==> config.mk <==
export PLATFORM = sky130hd
export DESIGN_NAME = ring_fifo
export DESIGN_NICKNAME = d
export VERILOG_FILES = /design/src/rtl/ring_fifo_pkg.sv /design/src/rtl/ring_ptr.sv /design/src/rtl/ring_ctrl.sv /design/src/rtl/ring_mem.sv /design/src/rtl/ring_fifo.sv
export SDC_FILE = /design/constraint.sdc
export NUM_CORES = 1
export LEC_CHECK = 0
export ABC_AREA = 1
export ABC_CLOCK_PERIOD_IN_PS = 2700
export BUFFER_PORTS_ARGS = -buffer_cell sky130_fd_sc_hd__buf_2
export CORE_UTILIZATION = 55
export CTS_BUF_LIST = sky130_fd_sc_hd__clkbuf_4
export DETAILED_ROUTE_END_ITERATION = 6
export PLACE_DENSITY = 0.72
export SETUP_SLACK_MARGIN = 0.1
export SLEW_MARGIN = 20
export SYNTH_ARGS = -nofsm -noshare
export SYNTH_HDL_FRONTEND = slang
export SYNTH_SLANG_ARGS = --single-unit
==> constraint.sdc <==
create_clock -name clk -period 2.7 [get_ports clk]
set_clock_uncertainty 0.15 [all_clocks]
set_input_delay 0.54 -clock clk [delete_from_list [all_inputs] [get_ports clk]]
set_output_delay 0.54 -clock clk [all_outputs]
set_load 0.1 [all_outputs]
==> src/rtl/ring_fifo_pkg.sv <==
package ring_fifo_pkg;

   // Pointer width for a memory of 'depth' slots; never below one bit.
   function automatic int ptr_bits(input int depth);
      int b;
      b = $clog2(depth);
      return (b < 1) ? 1 : b;
   endfunction

   // True when the slot count fills the pointer range exactly.
   function automatic bit is_pow2(input int depth);
      return (depth > 0) && ((depth & (depth - 1)) == 0);
   endfunction

endpackage

==> src/rtl/ring_ptr.sv <==
module ring_ptr
   import ring_fifo_pkg::*;
#(
   parameter int DEPTH = 16,
   parameter int PW    = ptr_bits(DEPTH)
) (
   input  logic          clk,
   input  logic          rst_n,
   input  logic          step,
   output logic [PW-1:0] ptr,
   output logic [PW-1:0] ptr_next
);

   localparam logic [PW-1:0] LAST_SLOT = PW'(DEPTH - 1);

   // Successor of the current slot, wrapping after the last slot.
   generate
      if (is_pow2(DEPTH)) begin : g_natural_wrap
         assign ptr_next = ptr + 1'b1;
      end else begin : g_compare_wrap
         assign ptr_next = (ptr == LAST_SLOT) ? '0 : ptr + 1'b1;
      end
   endgenerate

   always_ff @(posedge clk or negedge rst_n) begin
      if (!rst_n) begin
         ptr <= '0;
      end else if (step) begin
         ptr <= ptr_next;
      end
   end

   // the pointer returns to slot zero after the last slot
   p_wrap_r7: assert property (@(posedge clk) disable iff (!rst_n)
      (step && ptr == LAST_SLOT) |=> (ptr == '0));

   // an idle pointer does not move
   p_idle_hold_r7: assert property (@(posedge clk) disable iff (!rst_n)
      !step |=> $stable(ptr));

endmodule

==> src/rtl/ring_ctrl.sv <==
module ring_ctrl
   import ring_fifo_pkg::*;
#(
   parameter int DEPTH = 16,
   parameter int PW    = ptr_bits(DEPTH)
) (
   input  logic          clk,
   input  logic          rst_n,
   input  logic          wr_en,
   input  logic          rd_en,
   input  logic [PW-1:0] head,
   input  logic [PW-1:0] head_next,
   input  logic [PW-1:0] tail,
   output logic          wr_go,
   output logic          rd_go,
   output logic          full,
   output logic          empty
);

   always_comb begin
      empty = (head == tail);
      full  = (head_next == tail);
      wr_go = wr_en && !full;
      rd_go = rd_en && !empty;
   end

   // the queue cannot be both empty and full
   p_flags_exclusive_r2: assert property (@(posedge clk) disable iff (!rst_n)
      !(full && empty));

   // a lone write into a full queue leaves it full with head in place
   p_no_overflow_r4: assert property (@(posedge clk) disable iff (!rst_n)
      (full && wr_en && !rd_en) |=> (full && $stable(head)));

   // a lone read from an empty queue leaves it empty with tail in place
   p_no_underflow_r5: assert property (@(posedge clk) disable iff (!rst_n)
      (empty && rd_en && !wr_en) |=> (empty && $stable(tail)));

   // a paired request in the middle keeps both flags
   p_pair_flags_r8: assert property (@(posedge clk) disable iff (!rst_n)
      (wr_en && rd_en && !full && !empty) |=> ($stable(full) && $stable(empty)));

   // a paired request on an empty queue leaves it non-empty
   p_pair_empty_r9: assert property (@(posedge clk) disable iff (!rst_n)
      (wr_en && rd_en && empty) |=> !empty);

endmodule

==> src/rtl/ring_mem.sv <==
module ring_mem
   import ring_fifo_pkg::*;
#(
   parameter int DEPTH = 16,
   parameter int WIDTH = 8,
   parameter int PW    = ptr_bits(DEPTH)
) (
   input  logic             clk,
   input  logic             rst_n,
   input  logic             we,
   input  logic [PW-1:0]    waddr,
   input  logic [WIDTH-1:0] wdata,
   input  logic             re,
   input  logic [PW-1:0]    raddr,
   output logic [WIDTH-1:0] rdata
);

   logic [WIDTH-1:0] cells [DEPTH];

   // Write port: no reset on the storage array.
   always_ff @(posedge clk) begin
      if (we) begin
         cells[waddr] <= wdata;
      end
   end

   // Read port: registered output, held between reads.
   always_ff @(posedge clk or negedge rst_n) begin
      if (!rst_n) begin
         rdata <= '0;
      end else if (re) begin
         rdata <= cells[raddr];
      end
   end

   // the output register moves only on a read
   p_out_hold_r6: assert property (@(posedge clk) disable iff (!rst_n)
      !re |=> $stable(rdata));

endmodule

==> src/rtl/ring_fifo.sv <==
module ring_fifo
   import ring_fifo_pkg::*;
#(
   parameter int DEPTH = 16,
   parameter int WIDTH = 8
) (
   input  logic             clk,
   input  logic             rst_n,
   input  logic             wr_en,
   input  logic [WIDTH-1:0] wr_data,
   input  logic             rd_en,
   output logic [WIDTH-1:0] rd_data,
   output logic             full,
   output logic             empty
);

   localparam int PW = ptr_bits(DEPTH);

   generate
      if (DEPTH < 2) begin : g_bad_depth
         $error("ring_fifo: DEPTH must be at least 2");
      end
      if (WIDTH < 1) begin : g_bad_width
         $error("ring_fifo: WIDTH must be at least 1");
      end
   endgenerate

   logic [PW-1:0] head, head_next, tail, tail_next;
   logic          wr_go, rd_go;

   ring_ptr #(.DEPTH(DEPTH), .PW(PW)) u_head (
      .clk      (clk),
      .rst_n    (rst_n),
      .step     (wr_go),
      .ptr      (head),
      .ptr_next (head_next)
   );

   ring_ptr #(.DEPTH(DEPTH), .PW(PW)) u_tail (
      .clk      (clk),
      .rst_n    (rst_n),
      .step     (rd_go),
      .ptr      (tail),
      .ptr_next (tail_next)
   );

   ring_ctrl #(.DEPTH(DEPTH), .PW(PW)) u_ctrl (
      .clk       (clk),
      .rst_n     (rst_n),
      .wr_en     (wr_en),
      .rd_en     (rd_en),
      .head      (head),
      .head_next (head_next),
      .tail      (tail),
      .wr_go     (wr_go),
      .rd_go     (rd_go),
      .full      (full),
      .empty     (empty)
   );

   ring_mem #(.DEPTH(DEPTH), .WIDTH(WIDTH), .PW(PW)) u_mem (
      .clk   (clk),
      .rst_n (rst_n),
      .we    (wr_go),
      .waddr (head),
      .wdata (wr_data),
      .re    (rd_go),
      .raddr (tail),
      .rdata (rd_data)
   );

   // rd_data changes only after an accepted read
   p_data_hold_r6: assert property (@(posedge clk) disable iff (!rst_n)
      !rd_go |=> $stable(rd_data));

   // a lone accepted read always clears full
   p_read_clears_full_r3: assert property (@(posedge clk) disable iff (!rst_n)
      (rd_go && !wr_go) |=> !full);

   // a lone accepted write always clears empty
   p_write_clears_empty_r2: assert property (@(posedge clk) disable iff (!rst_n)
      (wr_go && !rd_go) |=> !empty);

   // the read pointer never passes over an unused successor into the head
   p_tail_next_r6: assert property (@(posedge clk) disable iff (!rst_n)
      rd_go |=> (tail == $past(tail_next)));

endmodule

==> impl_metrics.env <==
export IMPL_fin_util=0.629
export IMPL_drc_errors=0
export IMPL_die_w_um=111
export IMPL_violations="setup timing"
export IMPL_post_route_period_util=1.02
export IMPL_finalSetupTns_ns=-0.0501
export IMPL_drt_iter0_drc=416
export IMPL_cts_buffers=17
export IMPL_hold_viol=0
export IMPL_diodes=0
export IMPL_placed_cell_area_um2=6820
export IMPL_synthXorXnorAreaFrac=0.0105
export IMPL_fill_cells=951
export IMPL_wirelength_mm=15.0
export IMPL_postSynthAreaPerCell_um2=9.86
export IMPL_final_area_um2=7240
export IMPL_setup_slack_ns=-0.0501
export IMPL_slew_headroom=0.317
export IMPL_finalSetupViolations=1
export IMPL_synth_edf_count=128
export IMPL_syn_num_nets=682
export IMPL_rows=39
export IMPL_grt_ovfl_total=0
export IMPL_ant_nets=0
export IMPL_synth_main_ff_cell="edfxtp_1"
export IMPL_synth_seq_cells=144
export IMPL_cts_tree="yes"
export IMPL_ys_top_cells_by_count="nand2_1, edfxtp_1, inv_1"
export IMPL_yosysMostFrequentCell="nand2_1"
export IMPL_seq_area_frac_synth=0.647
export IMPL_crit_path_end_kind="output pin"
export IMPL_synth_top_cell_area_share=0.586
export IMPL_cp_start_kind="register"
export IMPL_synth_area_um2=6560
export IMPL_cts_root_buf="clkbuf_4"
export IMPL_cts_sinks=144
export IMPL_grt_setup_unrepaired="true"
export IMPL_synth_top_family_by_area="simple AND/OR/NAND/NOR gates"
export IMPL_io_pin_count=22
export IMPL_synthAdderAreaFrac=0.00954
export IMPL_maxCapViolCount=0
export IMPL_crit_fanout=4
export IMPL_nets=722
export IMPL_slew_viol_final=0
export IMPL_clock_latency_ns=0.57
export IMPL_design_core_area_um2=11500
export IMPL_dieArea_um2=12400
export IMPL_cp_required_ns=2.01
export IMPL_viasPerCell=5.41
export IMPL_initial_core_util=0.569
export IMPL_drive_gt1_frac=0.152
export IMPL_firstDrtPassIters=6
export IMPL_clk_pin_slew_ns=0.13
export IMPL_post_dp_hpwl_mm=9.69
export IMPL_htree_levels=4
export IMPL_antenna_found_initial=0
export IMPL_avgRoutedWirePerCell_um=17.4
export IMPL_crit_type="reg -> out"
export IMPL_portBuffers=21
export IMPL_vias=4654
export IMPL_outcome="complete, but fails checks"
export IMPL_muxShareOfSynthArea=0
export IMPL_p_per_area_nw_per_um2=1090
export IMPL_cp_arrival_ns=2.06
export IMPL_yosysWarnings=0
export IMPL_ir_drop_mv=0.664
export IMPL_fin_crit_ns=2.75
export IMPL_grt_util_all_layers=0.266
export IMPL_tightest_slew_ns=1.02
export IMPL_synth_simple_area_share=0.238
export IMPL_grt_max_degree=66
export IMPL_synth_compound_area_frac=0.000763
export IMPL_netlist_top_cells_area="edfxtp_1, nand2_1, nand3_1"
export IMPL_area_growth_pct=10.4
export IMPL_synth_top_area_cell="edfxtp_1"
export IMPL_clock_path_buffers=2
export IMPL_grt_pass1_wl_mm=24.2
export IMPL_place_congestion=0.887
export IMPL_die_y_um=111
export IMPL_netlist_instances=665
export IMPL_grt_pass1_vias=4642
export IMPL_synth_cell_type_count=23
export IMPL_async_flop_share=0.111
export IMPL_hp_class="in -> reg"
export IMPL_fmax_mhz=364
export IMPL_power_leakage_nw=3.22
==> what timing repair did <==
| action | CTS | global route |
|---|---|---|
| pin swaps | 3 | 3 |
| buffers inserted | 6 | 1 |
| gates resized for setup | 10 | 9 |
| endpoints found under the setup margin | 2 | 34 |
| hold buffers | 1 | 0 |
| endpoints found under the hold margin | 16 | 0 |
==> worst max-delay path, stage by stage (launching register included) <==
cell     delay, ns
dfrtp_2       0.47
inv_2         0.11
ha_4          0.21
xnor2_2       0.12
nand2_1       0.08
nor2_2        0.15
nand3_4       0.10
inv_2         0.08
buf_12        0.17
==> logic make-up (layout without fill, tap and decap cells) <==
kind of cell / count (synthesis) / in the layout
AO/OA/AOI/OAI: 1 / 1
XOR/XNOR: 7 / 7
adder cells (fa/ha/maj): 5 / 5
buffers and inverters: 141 / 194
flip-flops: 144 / 144
AND/OR/NAND/NOR: 367 / 367
==> flip-flops by register name, summed over array words and instances (netlist names) <==
signal and count:
u_mem.cells 128, u_mem.rdata 8, u_tail.ptr 4, u_head.ptr 4
==> cell type report <==
class | count | area, µm² | area share
tap | 143 | 179 | 0.0247
timing repair buffer | 51 | 367 | 0.0506
multi-input combinational | 380 | 1730 | 0.239
sequential | 144 | 4250 | 0.587
clock buffer | 20 | 150 | 0.0207
clock inverter | 12 | 143 | 0.0197
inverter | 111 | 420 | 0.0581
==> worst paths after layout <==
check                      cells after the start           start             end  slack (ns)
max in group asynchronous                      2           rst_n   u_tail.ptr[0]        1.82
min                                            3           wr_en   u_head.ptr[3]        0.12
max                                            8   u_head.ptr[1]            full       -0.05
min in group asynchronous                      2           rst_n   u_head.ptr[3]        0.27
min reg2reg                                    2  u_mem.rdata[7]  u_mem.rdata[7]        0.34
max reg2reg                                    8   u_tail.ptr[1]  u_mem.rdata[7]        0.27
==> per-layer routing <==
layer | GRT usage | routed length [µm] | up-vias
met5 | 0 | 0 | -
met4 | 0.122 | 399 | 0
met3 | 0.0645 | 1140 | 35
met2 | 0.419 | 7320 | 221
met1 | 0.351 | 6140 | 2201
li1 | - | - | 2197
==> report_power, final <==
| part | leakage (nW) | internal (mW) | switching [mW] |
|---|---|---|---|
| clock | 0.150 | 0.659 | 0.751 |
| combinational | 1.72 | 1.05 | 2.50 |
| sequential | 1.35 | 2.73 | 0.226 |
==> metrics by stage <==
step	power (mW)	hold slack, ns	setup WS, ns	std cells
3_3_place_gp	6.24	0.311	0.361	821
6_report	7.92	0.123	-0.0501	861
4_1_cts	7.84	0.0935	-0.0172	860
3_5_place_dp	6.30	0.312	0.244	821
2_1_floorplan	5.50	0.0944	0.124	665
5_1_grt	8.34	0.108	-0.139	861
==> cell usage in the layout, fill, tap and decap left out, types with 3 or more instances in the layout <==
master / instances
nand2_1: 230
nor2_1: 15
edfxtp_1: 128
buf_2: 19
buf_4: 28
nand3_1: 105
dfrtp_1: 13
bufinv_16: 3
inv_1: 103
clkinv_2: 4
clkinvlp_4: 4
clkbuf_4: 20
nor2_2: 5
nand2_2: 8
inv_2: 6
xnor2_1: 4
ha_1: 3
No activity file was read; power rests on OpenSTA's default activity.
